File: src/rtl/adc_ctrl_pkg.sv
package adc_ctrl_pkg;

    localparam int RES_W  = 8;
    localparam int STEP_W = 7;

    typedef struct packed {
        logic       run;
        logic       hw_src;
        logic [2:0] tcode;
        logic [1:0] edge_sel;
        logic       boost;
    } mode_t;

    // cycles per bit decision: the whole budget divided by eight
    function automatic logic [STEP_W-1:0] step_len(input logic [2:0] c);
        case (c)
            3'b000:  step_len = STEP_W'(18);
            3'b001:  step_len = STEP_W'(15);
            3'b010:  step_len = STEP_W'(12);
            3'b100:  step_len = STEP_W'(72);
            3'b101:  step_len = STEP_W'(60);
            3'b110:  step_len = STEP_W'(48);
            default: step_len = '0;
        endcase
    endfunction

    function automatic logic code_bad(input logic [2:0] c, input logic block_fast);
        code_bad = (c == 3'b011) || (c == 3'b111) ||
                   (block_fast && ((c == 3'b001) || (c == 3'b010)));
    endfunction

endpackage

File: src/rtl/adc_trig_edge.sv
module adc_trig_edge (
    input  logic clk,
    input  logic rst_n,
    input  logic trig_async,
    output logic rise,
    output logic fall
);
    typedef struct packed {
        logic s1;
        logic s2;
        logic s3;
    } sync_t;

    sync_t q, d;

    always_comb begin
        d    = q;
        d.s1 = trig_async;
        d.s2 = q.s1;
        d.s3 = q.s2;
    end

    always_ff @(posedge clk or negedge rst_n) begin
        if (!rst_n) q <= '0;
        else        q <= d;
    end

    assign rise = q.s2 & ~q.s3;
    assign fall = ~q.s2 & q.s3;
endmodule

File: src/rtl/adc_settle_timer.sv
module adc_settle_timer #(
    parameter int SETTLE_CYC = 2800
) (
    input  logic clk,
    input  logic rst_n,
    input  logic en,
    output logic ready
);
    localparam int CW = $clog2(SETTLE_CYC + 1);
    localparam logic [CW-1:0] LIMIT = CW'(SETTLE_CYC);

    typedef struct packed {
        logic [CW-1:0] cnt;
        logic          rdy;
    } tmr_t;

    tmr_t q, d;

    always_comb begin
        d = q;
        if (!en) begin
            d.cnt = '0;
            d.rdy = 1'b0;
        end else if (q.cnt == LIMIT) begin
            d.rdy = 1'b1;
        end else begin
            d.cnt = q.cnt + 1'b1;
        end
    end

    always_ff @(posedge clk or negedge rst_n) begin
        if (!rst_n) q <= '0;
        else        q <= d;
    end

    assign ready = q.rdy;
endmodule

File: src/rtl/adc_sar_core.sv
module adc_sar_core
    import adc_ctrl_pkg::*;
(
    input  logic              clk,
    input  logic              rst_n,
    input  logic              start,
    input  logic              abort,
    input  logic [STEP_W-1:0] step_cyc,
    input  logic              cmp_in,
    output logic [RES_W-1:0]  trial,
    output logic [RES_W-1:0]  result,
    output logic              done,
    output logic              busy
);
    typedef struct packed {
        logic              busy;
        logic [2:0]        idx;
        logic [STEP_W-1:0] cnt;
        logic [STEP_W-1:0] len;
        logic [RES_W-1:0]  code;
        logic [RES_W-1:0]  res;
        logic              done;
    } sar_t;

    sar_t q, d;
    logic [RES_W-1:0] kept;

    always_comb begin
        d      = q;
        d.done = 1'b0;
        kept   = q.code;
        kept[q.idx] = cmp_in;
        if (abort) begin
            d.busy = 1'b0;
            d.code = '0;
        end else if (start) begin
            d.busy = 1'b1;
            d.idx  = 3'd7;
            d.cnt  = '0;
            d.len  = step_cyc;
            d.code = 8'h80;
        end else if (q.busy) begin
            if (q.cnt == q.len - 1'b1) begin
                d.cnt = '0;
                if (q.idx == 3'd0) begin
                    d.res  = kept;
                    d.done = 1'b1;
                    d.busy = 1'b0;
                    d.code = '0;
                end else begin
                    d.idx  = q.idx - 3'd1;
                    d.code = kept | (8'h01 << (q.idx - 3'd1));
                end
            end else begin
                d.cnt = q.cnt + 1'b1;
            end
        end
    end

    always_ff @(posedge clk or negedge rst_n) begin
        if (!rst_n) q <= '0;
        else        q <= d;
    end

    assign trial  = q.code;
    assign result = q.res;
    assign done   = q.done;
    assign busy   = q.busy;
endmodule

File: src/rtl/adc_seq_ctrl.sv
module adc_seq_ctrl
    import adc_ctrl_pkg::*;
#(
    parameter int SETTLE_CYC = 2800,
    parameter bit BLOCK_FAST = 1'b0
) (
    input  logic             clk,
    input  logic             rst_n,
    input  logic             cfg_we,
    input  logic [7:0]       cfg_wdata,
    input  logic             ext_trig,
    input  logic             cmp_in,
    output logic [RES_W-1:0] dac_code,
    output logic [RES_W-1:0] result,
    output logic             done,
    output logic             busy,
    output logic             boost_en,
    output logic             boost_ready,
    output logic             cfg_err
);
    mode_t mode_q, mode_d;
    logic  rise, fall, edge_hit, sw_req, hw_req, start, run_q;

    always_comb begin
        mode_d = mode_q;
        if (cfg_we) mode_d = mode_t'(cfg_wdata);
        edge_hit = (mode_d.edge_sel[0] & fall) | (mode_d.edge_sel[1] & rise);
        sw_req   = cfg_we & mode_d.run & ~mode_d.hw_src;
        hw_req   = mode_d.run & mode_d.hw_src & edge_hit;
        start    = (sw_req | hw_req) & mode_d.boost & boost_ready &
                   ~code_bad(mode_d.tcode, BLOCK_FAST);
    end

    always_ff @(posedge clk or negedge rst_n) begin
        if (!rst_n) mode_q <= '0;
        else        mode_q <= mode_d;
    end

    adc_trig_edge u_trig (
        .clk        (clk),
        .rst_n      (rst_n),
        .trig_async (ext_trig),
        .rise       (rise),
        .fall       (fall)
    );

    adc_settle_timer #(.SETTLE_CYC(SETTLE_CYC)) u_settle (
        .clk   (clk),
        .rst_n (rst_n),
        .en    (mode_d.boost),
        .ready (boost_ready)
    );

    adc_sar_core u_sar (
        .clk      (clk),
        .rst_n    (rst_n),
        .start    (start),
        .abort    (~mode_d.run),
        .step_cyc (step_len(mode_d.tcode)),
        .cmp_in   (cmp_in),
        .trial    (dac_code),
        .result   (result),
        .done     (done),
        .busy     (busy)
    );

    assign boost_en = mode_q.boost;
    assign cfg_err  = code_bad(mode_q.tcode, BLOCK_FAST);
    assign run_q    = mode_q.run;
endmodule

File: config.mk
export PLATFORM = sky130hd
export DESIGN_NAME = adc_seq_ctrl
export DESIGN_NICKNAME = d
export VERILOG_FILES = /design/src/rtl/adc_ctrl_pkg.sv /design/src/rtl/adc_trig_edge.sv /design/src/rtl/adc_settle_timer.sv /design/src/rtl/adc_sar_core.sv /design/src/rtl/adc_seq_ctrl.sv
export SDC_FILE = /design/constraint.sdc
export NUM_CORES = 1
export LEC_CHECK = 0
export BUFFER_PORTS_ARGS = -buffer_cell sky130_fd_sc_hd__clkbuf_2
export CAP_MARGIN = 20
export CELL_PAD_IN_SITES_DETAIL_PLACEMENT = 0
export CELL_PAD_IN_SITES_GLOBAL_PLACEMENT = 1
export CORE_MARGIN = 2
export CORE_UTILIZATION = 46
export DETAILED_ROUTE_END_ITERATION = 12
export PLACE_DENSITY_LB_ADDON = 0.15
export SETUP_SLACK_MARGIN = 0.1
export SLEW_MARGIN = 20
export SYNTH_ARGS = -nofsm -noshare
export SYNTH_HDL_FRONTEND = slang
export SYNTH_SLANG_ARGS = --single-unit
File: constraint.sdc
create_clock -name clk -period 3.2 [get_ports clk]
set_clock_uncertainty 0.1 [all_clocks]
set_input_delay 0.16 -clock clk [delete_from_list [all_inputs] [get_ports clk]]
set_output_delay 0.16 -clock clk [all_outputs]
set_load 0.05 [all_outputs]
==> flow_summary.yaml, run 1 <==
status:
  status: "finished clean"
setup_path:
  cp_slowest_cell: "or4b_1"
  cp-start-kind: "flop"
  path_delay_family: "simple AND/OR/NAND/NOR gates"
  worst_path_largest_cell_delay_ns: 0.70
  path_buf_inv: 1
  r2r_start: "u_sar.q[17]"
  path_cells: "inv_1 -> ha_1 -> or3_1 -> a31oi_1 -> o311ai_4 -> or4b_1 -> o2bb2ai_1"
  crit_fanout: 9
  crit_required_ns: 3.37
  arrival_ns: 2.98
  end_kind: "flop"
  crit_path_start: "u_sar.q[17]"
  worstSetupPathType: "reg -> reg"
floorplan:
  die_h_um: 88.0
  start_util_pct: 47.8
  fp.dieW_um: 88.0
  dieArea_um2: 7750
  core_area_um2: 6790
  io_pins: 34
  rows: 30
routing:
  ant_nets: 0
  drtIter0Drc: 76
  viasPerCell: 5.17
  drt-total-wl_um: 6270
  dr.pass1.iters: 4
  remaining_drc_errors: 0
  drt-wirelength-per-cell_um: 14.0
  vias: 2323
clock_network:
  post_cts_buffers: 0
  ctsResizeCount: 0
  cts_buffers: 9
  path_clk_slew_ns: 0.07
  cts_buffer_depth: 2
  root_buffer: "clkbuf_8"
  cts_sinks: 59
  h-tree-depth: 3
  holdBufCountCts: 5
  clk_latency_ns: 0.34
  cts_tree: "built"
yosys:
  synth_cell_type_count: 48
  yosys-top-cells-area: "dfrtp_1 (45%), mux2_2 (6.6%), xnor2_1 (4.6%)"
  synth_edf_count: 0
  yosysWarnings: 0
  synth_flop_cell: "dfrtp_1"
  yosysTopAreaCell: "dfrtp_1"
  seq_area_frac_synth_pct: 45.5
  synth_top_area_share_pct: 45.5
  synthArstFlopShare_pct: 100
  syn_area_um2: 3250
  syn_area_per_cell_um2: 10.1
  synth_fp_nets: 343
  syn_inst: 321
  synth-seq-cells: 59
timing:
  timing.setup.tns_ns: 0
  final-hold-violation-count: 0
  slew_headroom_pct: 59.4
  fin_crit_sh_pct: 87.9
  fmax_ghz: 0.356
  worst_pin_slew_ns: 0.600
  drv_slew: 0
  hold_ws_ns: 0.0918
  grt_setup_unrepaired: "no"
  post-route-min-period_ns: 2.81
  finalSetupViolCount: 0
place:
  gp_congestion: 0.821
  portBuffers: 33
  hpwl_um: 4450
  dp.cells: 427
final_layout:
  drive_gt1_share_pct: 22.4
  regArea_um2: 1480
  multi_input_area_um2: 1540
  fill_cells: 625
  final_nets: 370
  stdcell_count: 449
  area_growth_pct: 14.3
  diodes: 0
power_and_ir_drop:
  p_per_area_nw_per_um2: 462
  power.total_mw: 1.71
  p_leak_nw: 1.71
  vdd_drop_max_uv: 287
global_routing:
  grt_overflow: 0
  antenna_found_initial: 0
  grt_pass1_vias: 2319
  grt_max_degree: 25
  grt_usage_pct: 18.2
  grt_pass1_wl_um: 10800
worst_hold_path:
  hp-class: "in -> reg"
  holdCritStartpoint: "cfg_wdata[5]"
flow_run:
  maxCapViolations: 0
metrics by stage:
| step | utilization, % | setup slack [ns] | area, um^2 |
|---|---|---|---|
| final | 54.6 | 0.387 | 3710 |
| after CTS | 54.5 | 0.392 | 3700 |
| after floorplan | - | 0.470 | 3250 |
| after global placement | 50.2 | 0.502 | 3410 |
| after global routing | 54.6 | 0.162 | 3710 |
| after detailed placement | 50.2 | 0.447 | 3410 |
state kept, by name, indices dropped and copies added (netlist names), 2 cells and up:
register      count
u_settle.q       12
u_sar.q          17
u_sar.result      8
u_sar.trial       8
u_trig.d          2
mode_q            6
power breakdown:
| group | switching, mW | internal [mW] |
|---|---|---|
| clock | 0.293 | 0.536 |
| combinational | 0.0707 | 0.0412 |
| sequential | 0.00977 | 0.761 |
| total | 0.373 | 1.34 |
area by class of cell:
| cell class | count | share of cell area (%) |
|---|---|---|
| clock buffer | 11 | 3.81 |
| clock inverter | 5 | 2.70 |
| inverter | 14 | 1.42 |
| multi-input combinational | 218 | 41.6 |
| sequential | 59 | 39.8 |
| tap | 96 | 3.24 |
| timing repair buffer | 46 | 7.42 |
logic make-up (layout without fill, tap and decap cells):
logic type,after synthesis,in the layout,synth area share (%)
AO/OA/AOI/OAI,55,55,11.9
XOR/XNOR,25,25,6.74
adder cells (fa/ha/maj),9,9,3.47
buffers and inverters,44,76,6.98
flip-flops,59,59,45.5
multiplexers,23,23,7.82
AND/OR/NAND/NOR,106,106,17.6
tightest hold or removal path, cell delays in order:
cell,delay (ns)
clkbuf_2,0.08
mux2i_1,0.14
inv_1,0.11
metal layers:
metal  vias up  wire length, um  GRT usage [%]
met3         7              151           4.52
met2        26             2950           28.1
li1       1165                -              -
met4         0               89           8.68
met1      1125             3080           24.1
met5         -                0              0
Yosys cell counts, types with 5 or more instances:
master and number:
a21oi_1 16, buf_4 16, clkbuf_1 11, dfrtp_1 59, ha_1 9, inv_1 14
mux2_2 19, nand2_1 19, nand3_1 13, nand4_1 6, nor2_1 28, nor2b_1 7
nor3_1 7, o21ai_0 8, o2bb2ai_1 7, o31ai_1 6, or4_1 5, xnor2_1 17
xor2_1 8
cell usage in the layout (no fill, tap or decap), types with 7 or more instances in the layout:
cell | netlist | layout
nand2_1 | 19 | 19
o21ai_0 | 8 | 8
a21oi_1 | 16 | 16
nand3_1 | 13 | 13
xnor2_1 | 17 | 17
nor2_1 | 28 | 28
o2bb2ai_1 | 7 | 7
dfrtp_1 | 59 | 59
xor2_1 | 8 | 8
mux2_2 | 19 | 19
clkbuf_8 | 0 | 10
inv_1 | 14 | 14
buf_4 | 16 | 8
clkbuf_2 | 1 | 33
nor3_1 | 7 | 7
nor2b_1 | 7 | 7
ha_1 | 9 | 9
path summary, 6_finish.rpt:
| check | to | slack, ns | depth (start not counted) |
|---|---|---|---|
| setup / recovery | u_sar.trial[1] | 0.39 | 7 |
| hold reg to reg | u_trig.d[0] | 0.25 | 0 |
| setup reg to reg | u_sar.trial[1] | 0.39 | 7 |
| hold / removal | mode_q[5] | 0.09 | 3 |
| max in group asynchronous | u_sar.q[33] | 2.03 | 3 |
| min in group asynchronous | u_sar.q[26] | 0.26 | 2 |
No activity file was read; power rests on OpenSTA's default activity.
==> inputs of run 2 (changes only) <==
--- a/config.mk
+++ b/config.mk
@@ -10,9 +10,10 @@
 export CELL_PAD_IN_SITES_DETAIL_PLACEMENT = 0
 export CELL_PAD_IN_SITES_GLOBAL_PLACEMENT = 1
 export CORE_MARGIN = 2
-export CORE_UTILIZATION = 46
+export CORE_UTILIZATION = 27
 export DETAILED_ROUTE_END_ITERATION = 12
 export PLACE_DENSITY_LB_ADDON = 0.15
+export RECOVER_POWER = 100
 export SETUP_SLACK_MARGIN = 0.1
 export SLEW_MARGIN = 20
 export SYNTH_ARGS = -nofsm -noshare
==> run 2 against run 1 <==
- the run now ends with capacitance limit, slew limit left
- clock-buffer cell count did not move
- sequential share of layout area down 1.2 points
- non-clock buffer count down 1
- routed wire length increased by 13%
- register-to-register slack got worse by 0.04 ns
- hold slack improved by 0.026 ns
- setup slack worse by 0.039 ns
- critical path depth is the same
- die area rose by 67%
- critical path type unchanged
- largest power group unchanged
==> flow_summary.yaml, run 2 (same netlist as run 1, synthesis figures left out) <==
clock_network:
  path_clk_slew_ns: 0.05
  ctsResizeCount: 0
  clk_latency_ns: 0.32
  cts_sinks: 59
  h-tree-depth: 3
  cts_buffer_depth: 2
  cts_buffers: 9
  cts_tree: "built"
  root_buffer: "clkbuf_16"
routing:
  drt-wirelength-per-cell_um: 14.2
  remaining_drc_errors: 0
  drt-total-wl_um: 7080
  viasPerCell: 4.67
  ant_nets: 0
  dr.pass1.iters: 4
  vias: 2329
  drtIter0Drc: 51
setup_path:
  cp-start-kind: "flop"
  reg2reg_depth: 7
  path_delay_family: "simple AND/OR/NAND/NOR gates"
  crit_path_start: "u_sar.q[17]"
  r2r_start: "u_sar.q[17]"
  reg2reg_slack_ns: 0.35
  worst_path_largest_cell_delay_ns: 0.74
  cp_slowest_cell: "or4b_1"
  crit_fanout: 9
  worstSetupPathType: "reg -> reg"
  worstReg2RegEnd: "u_sar.trial[0]"
  path_cells: "inv_1 -> ha_1 -> or3_1 -> a31oi_1 -> o311ai_4 -> or4b_1 -> o2bb2ai_1"
  arrival_ns: 3.00
  path_buf_inv: 1
  end_kind: "flop"
  crit_required_ns: 3.35
floorplan:
  dieArea_um2: 12900
  rows: 40
  fp.dieW_um: 114
  core_area_um2: 11900
  io_pins: 34
  start_util_pct: 27.4
  die_h_um: 114
final_layout:
  final_nets: 369
  stdcell_count: 499
  regMostFlops: "u_sar.q"
  diodes: 0
  largest_register_ffs: 17
  fill_cells: 1227
  layout_commonest_cell: "dfrtp_1"
  reg_top3: "u_sar.q x17, u_settle.q x12"
  multi_input_area_um2: 1540
  drive_gt1_share_pct: 14.5
  area_growth_pct: 17.7
  final_cell_mix: "dfrtp_1 (59), nor2_1 (28), clkbuf_1 (26)"
  regArea_um2: 1480
status:
  violations: "capacitance limit, slew limit"
  status: "finished, violations left"
global_routing:
  grt_max_degree: 38
  grt_pass1_wl_um: 12200
  grt_usage_pct: 12.1
  grt_pass1_vias: 2382
  antenna_found_initial: 0
  grt_overflow: 0
timing:
  timing.setup.tns_ns: 0
  fmax_ghz: 0.351
  grt_setup_unrepaired: "no"
  worst_pin_slew_ns: 2.07
  drv_slew: 38
  slew_headroom_pct: -38.3
  fin_crit_sh_pct: 89.1
  finalSetupViolCount: 0
  final-hold-violation-count: 0
  post-route-min-period_ns: 2.85
place:
  hpwl_um: 5000
  gp_congestion: 0.749
  portBuffers: 33
  dp.cells: 478
power_and_ir_drop:
  p_leak_nw: 1.66
  p_per_area_nw_per_um2: 525
  vdd_drop_max_uv: 195
worst_hold_path:
  hp-class: "in -> reg"
  min_path_cells: 2
  min_to: "run_q"
  holdCritStartpoint: "cfg_wdata[7]"
flow_run:
  maxCapViolations: 1
run 2: changes by cell type in the layout (fill, tap and decap cells not counted):
cell / before / now
mux2_1: 0 / 1
or3_1: 3 / 4
clkbuf_16: 0 / 9
clkbuf_2: 33 / 12
or3_4: 1 / 0
clkbuf_8: 10 / 1
buf_4: 8 / 3
mux2_2: 19 / 18
clkbuf_1: 1 / 26
run 2: area by class of cell:
| type | instances | area share, % |
|---|---|---|
| multi-input combinational | 218 | 40.3 |
| timing repair buffer | 45 | 5.93 |
| inverter | 14 | 1.38 |
| clock inverter | 5 | 2.62 |
| tap | 147 | 4.81 |
| clock buffer | 11 | 6.35 |
| sequential | 59 | 38.6 |
run 2: repair_timing:
item,in CTS,in global routing
buffers inserted,0,0
endpoints found under the hold margin,39,0
hold buffers,5,0
run 2: how the worst max path moves through the flow:
stage	to	cells past startpoint	slack, ns
2_1_floorplan	u_sar.result[0]	8	0.47
4_1_cts	u_sar.trial[0]	7	0.31
3_5_place_dp	u_sar.trial[0]	7	0.34
3_3_place_gp	u_sar.trial[5]	7	0.40
5_1_grt	u_sar.trial[1]	7	0.18
6_report	u_sar.trial[0]	7	0.35
run 2: worst register-to-register path: stages, from the launching register on:
cell       delay [ns]
dfrtp_1          0.49
inv_1            0.08
ha_1             0.26
or3_1            0.38
a31oi_1          0.27
o311ai_4         0.23
or4b_1           0.74
o2bb2ai_1        0.22
run 2: metal layers:
metal / up-vias / track usage (%) / part of all wire [%]
met5: - / 0 / 0
met2: 18 / 18.4 / 46
met4: 0 / 6.91 / 2.2
li1: 1164 / - / -
met3: 10 / 2.44 / 2.1
met1: 1137 / 16.0 / 50
run 2: metrics by stage:
stage | worst slack (ns) | area, um^2 | utilization, % | total power, mW | hold WS, ns
CTS | 0.306 | 3870 | 32.6 | 2.04 | 0.106
global route | 0.177 | 3820 | 32.2 | 2.09 | 0.140
finish | 0.348 | 3820 | 32.2 | 2.01 | 0.118
detailed placement | 0.343 | 3470 | 29.3 | 0.900 | 0.176
floorplan | 0.470 | 3250 | - | 0.849 | -0.236
global placement | 0.398 | 3470 | 29.3 | 0.899 | 0.170
run 2: report_power, final:
group	switching, mW	leakage, nW	internal (mW)	total, mW
Combinational	0.0731	0.697	0.0385	0.112
Clock	0.345	0.169	0.779	1.12
Sequential	0.00988	0.798	0.762	0.772
==> inputs of run 3 (changes only) <==
--- a/config.mk
+++ b/config.mk
@@ -7,8 +7,8 @@
 export LEC_CHECK = 0
 export BUFFER_PORTS_ARGS = -buffer_cell sky130_fd_sc_hd__clkbuf_2
 export CAP_MARGIN = 20
-export CELL_PAD_IN_SITES_DETAIL_PLACEMENT = 0
-export CELL_PAD_IN_SITES_GLOBAL_PLACEMENT = 1
+export CELL_PAD_IN_SITES_DETAIL_PLACEMENT = 2
+export CELL_PAD_IN_SITES_GLOBAL_PLACEMENT = 2
 export CORE_MARGIN = 2
 export CORE_UTILIZATION = 27
 export DETAILED_ROUTE_END_ITERATION = 12
==> run 3 against run 2 <==
- the run ends with capacitance limit left
- largest cell class unchanged
- largest power group unchanged
- setup slack got worse by 0.079 ns
- hold slack got worse by 0.11 ns
- global-route usage increased by 1.9 points
- fmax decreased by 2.7%
==> flow_summary.yaml, run 3 (same netlist as run 1, synthesis figures left out) <==
timing:
  grt_setup_unrepaired: "no"
  fin_crit_sh_pct: 91.6
  worst_pin_slew_ns: 1.50
  post-route-min-period_ns: 2.93
  drv_slew: 0
  timing.setup.tns_ns: 0
  final-hold-violation-count: 0
  finalSetupViolCount: 0
  timing.final.ws_setup_ns: 0.270
  fmax_ghz: 0.341
  slew_headroom_pct: 0.186
setup_path:
  end_kind: "flop"
  path_cells: "inv_1 -> ha_1 -> or3_1 -> a31oi_1 -> o311ai_4 -> nor4b_4 -> clkbuf_2 -> mux2_2"
  worst_path_largest_cell_delay_ns: 0.48
  crit_required_ns: 3.30
  cp-start-kind: "flop"
  worstSetupPathType: "reg -> reg"
  reg2reg_slack_ns: 0.27
  crit_fanout: 9
  arrival_ns: 3.03
  cp_slowest_cell: "dfrtp_1"
clock_network:
  path_clk_slew_ns: 0.05
  cts_buffers: 9
  cts_buffer_depth: 2
  root_buffer: "clkbuf_16"
  h-tree-depth: 3
  cts_sinks: 59
  ctsResizeCount: 0
  post_cts_buffers: 0
  cts_tree: "built"
  clk_latency_ns: 0.32
final_layout:
  final_cell_mix: "dfrtp_1 (59), nor2_1 (28), clkbuf_1 (25)"
  layout_commonest_cell: "dfrtp_1"
  largest_register_ffs: 17
  fill_cells: 1302
  drive_gt1_share_pct: 14.9
  post-route-util_pct: 31.9
  fin_area_um2: 3780
  stdcell_count: 497
  area_growth_pct: 16.5
  regArea_um2: 1480
  reg_top3: "u_sar.q x17, u_settle.q x12"
  multi_input_area_um2: 1540
  regMostFlops: "u_sar.q"
  diodes: 0
  final_nets: 368
routing:
  remaining_drc_errors: 0
  dr.pass1.iters: 4
  drt-wirelength-per-cell_um: 16.5
  vias: 2418
  drt-total-wl_um: 8210
  ant_nets: 0
  viasPerCell: 4.87
  drtIter0Drc: 74
global_routing:
  grt_pass1_vias: 2652
  grt_max_degree: 60
  gr-usage-met3_pct: 2.34
  grt_overflow: 0
  antenna_found_initial: 0
  use_met1_pct: 18.7
  use_met2_pct: 22.4
  grt_busiest_layer: "met2"
  grt_usage_pct: 14.0
  grt_pass1_wl_um: 14100
place:
  hpwl_um: 5730
  dp.cells: 478
  placed_area_um2: 3470
  portBuffers: 33
  gp_congestion: 0.730
  pre_cts_ws_ns: 0.313
power_and_ir_drop:
  vdd_drop_max_uv: 155
  p_leak_nw: 1.65
  p_per_area_nw_per_um2: 500
floorplan:
  io_pins: 34
  die_h_um: 114
  rows: 40
  fp.dieW_um: 114
  core_area_um2: 11900
  start_util_pct: 27.4
  dieArea_um2: 12900
flow_run:
  maxCapViolations: 1
status:
  violations: "capacitance limit"
  status: "finished, violations left"
worst_hold_path:
  hp-class: "in -> reg"
run 3: cell count changes in the layout (fill, tap and decap cells not counted), moves of 2 or more:
cell / change
buf_4: -2
clkbuf_8: +3
clkbuf_2: +3
bufinv_16: -2
clkinv_2: -2
run 3: area by class of cell:
type / instances / area share (%)
multi-input cells: 218 / 40.8
flip-flops and latches: 59 / 39.0
clock buffers: 14 / 7.51
repair buffers: 44 / 5.62
well taps: 147 / 4.86
inverters: 14 / 1.39
clock inverters: 1 / 0.794
run 3: what timing repair did:
action	CTS	global route
endpoints found under the hold margin	62	0
endpoints found under the setup margin	0	0
hold buffers	4	0
run 3: worst paths after layout:
path | from | endpoint | cells past startpoint
hold reg to reg | u_trig.d[1] | u_trig.d[0] | 0
min in group asynchronous | rst_n | u_sar.result[0] | 3
setup / recovery | u_sar.q[17] | u_sar.result[3] | 8
setup reg to reg | u_sar.q[17] | u_sar.result[3] | 8
max in group asynchronous | rst_n | u_sar.q[32] | 3
hold / removal | cfg_wdata[6] | mode_q[6] | 2
run 3: critical path, delay by kind of cell, from the launching register on:
family / cells / cell delay, ns
and+or+nand+nor: 2 / 0.68
AOI/OAI and AO/OA: 2 / 0.52
DFF: 1 / 0.48
buffers and inverters: 2 / 0.37
muxes: 1 / 0.37
adders and majority gates: 1 / 0.27
run 3: power by group:
group	switching (mW)	leakage, nW	internal, mW
clock	0.321	0.155	0.683
combinational	0.0757	0.692	0.0376
sequential	0.0109	0.798	0.763
run 3: metrics by stage:
step                power, mW  hold WS [ns]
floorplan               0.849        -0.236
global placement        0.899         0.173
detailed placement      0.902         0.176
CTS                      1.93       0.00267
global route             1.97        0.0186
finish                   1.89       0.00366
run 3: per-layer routing:
metal / routed length [um] / up-vias
met5: 0 / -
met4: 127 / 0
met3: 142 / 11
met2: 4060 / 17
met1: 3880 / 1233
li1: - / 1157
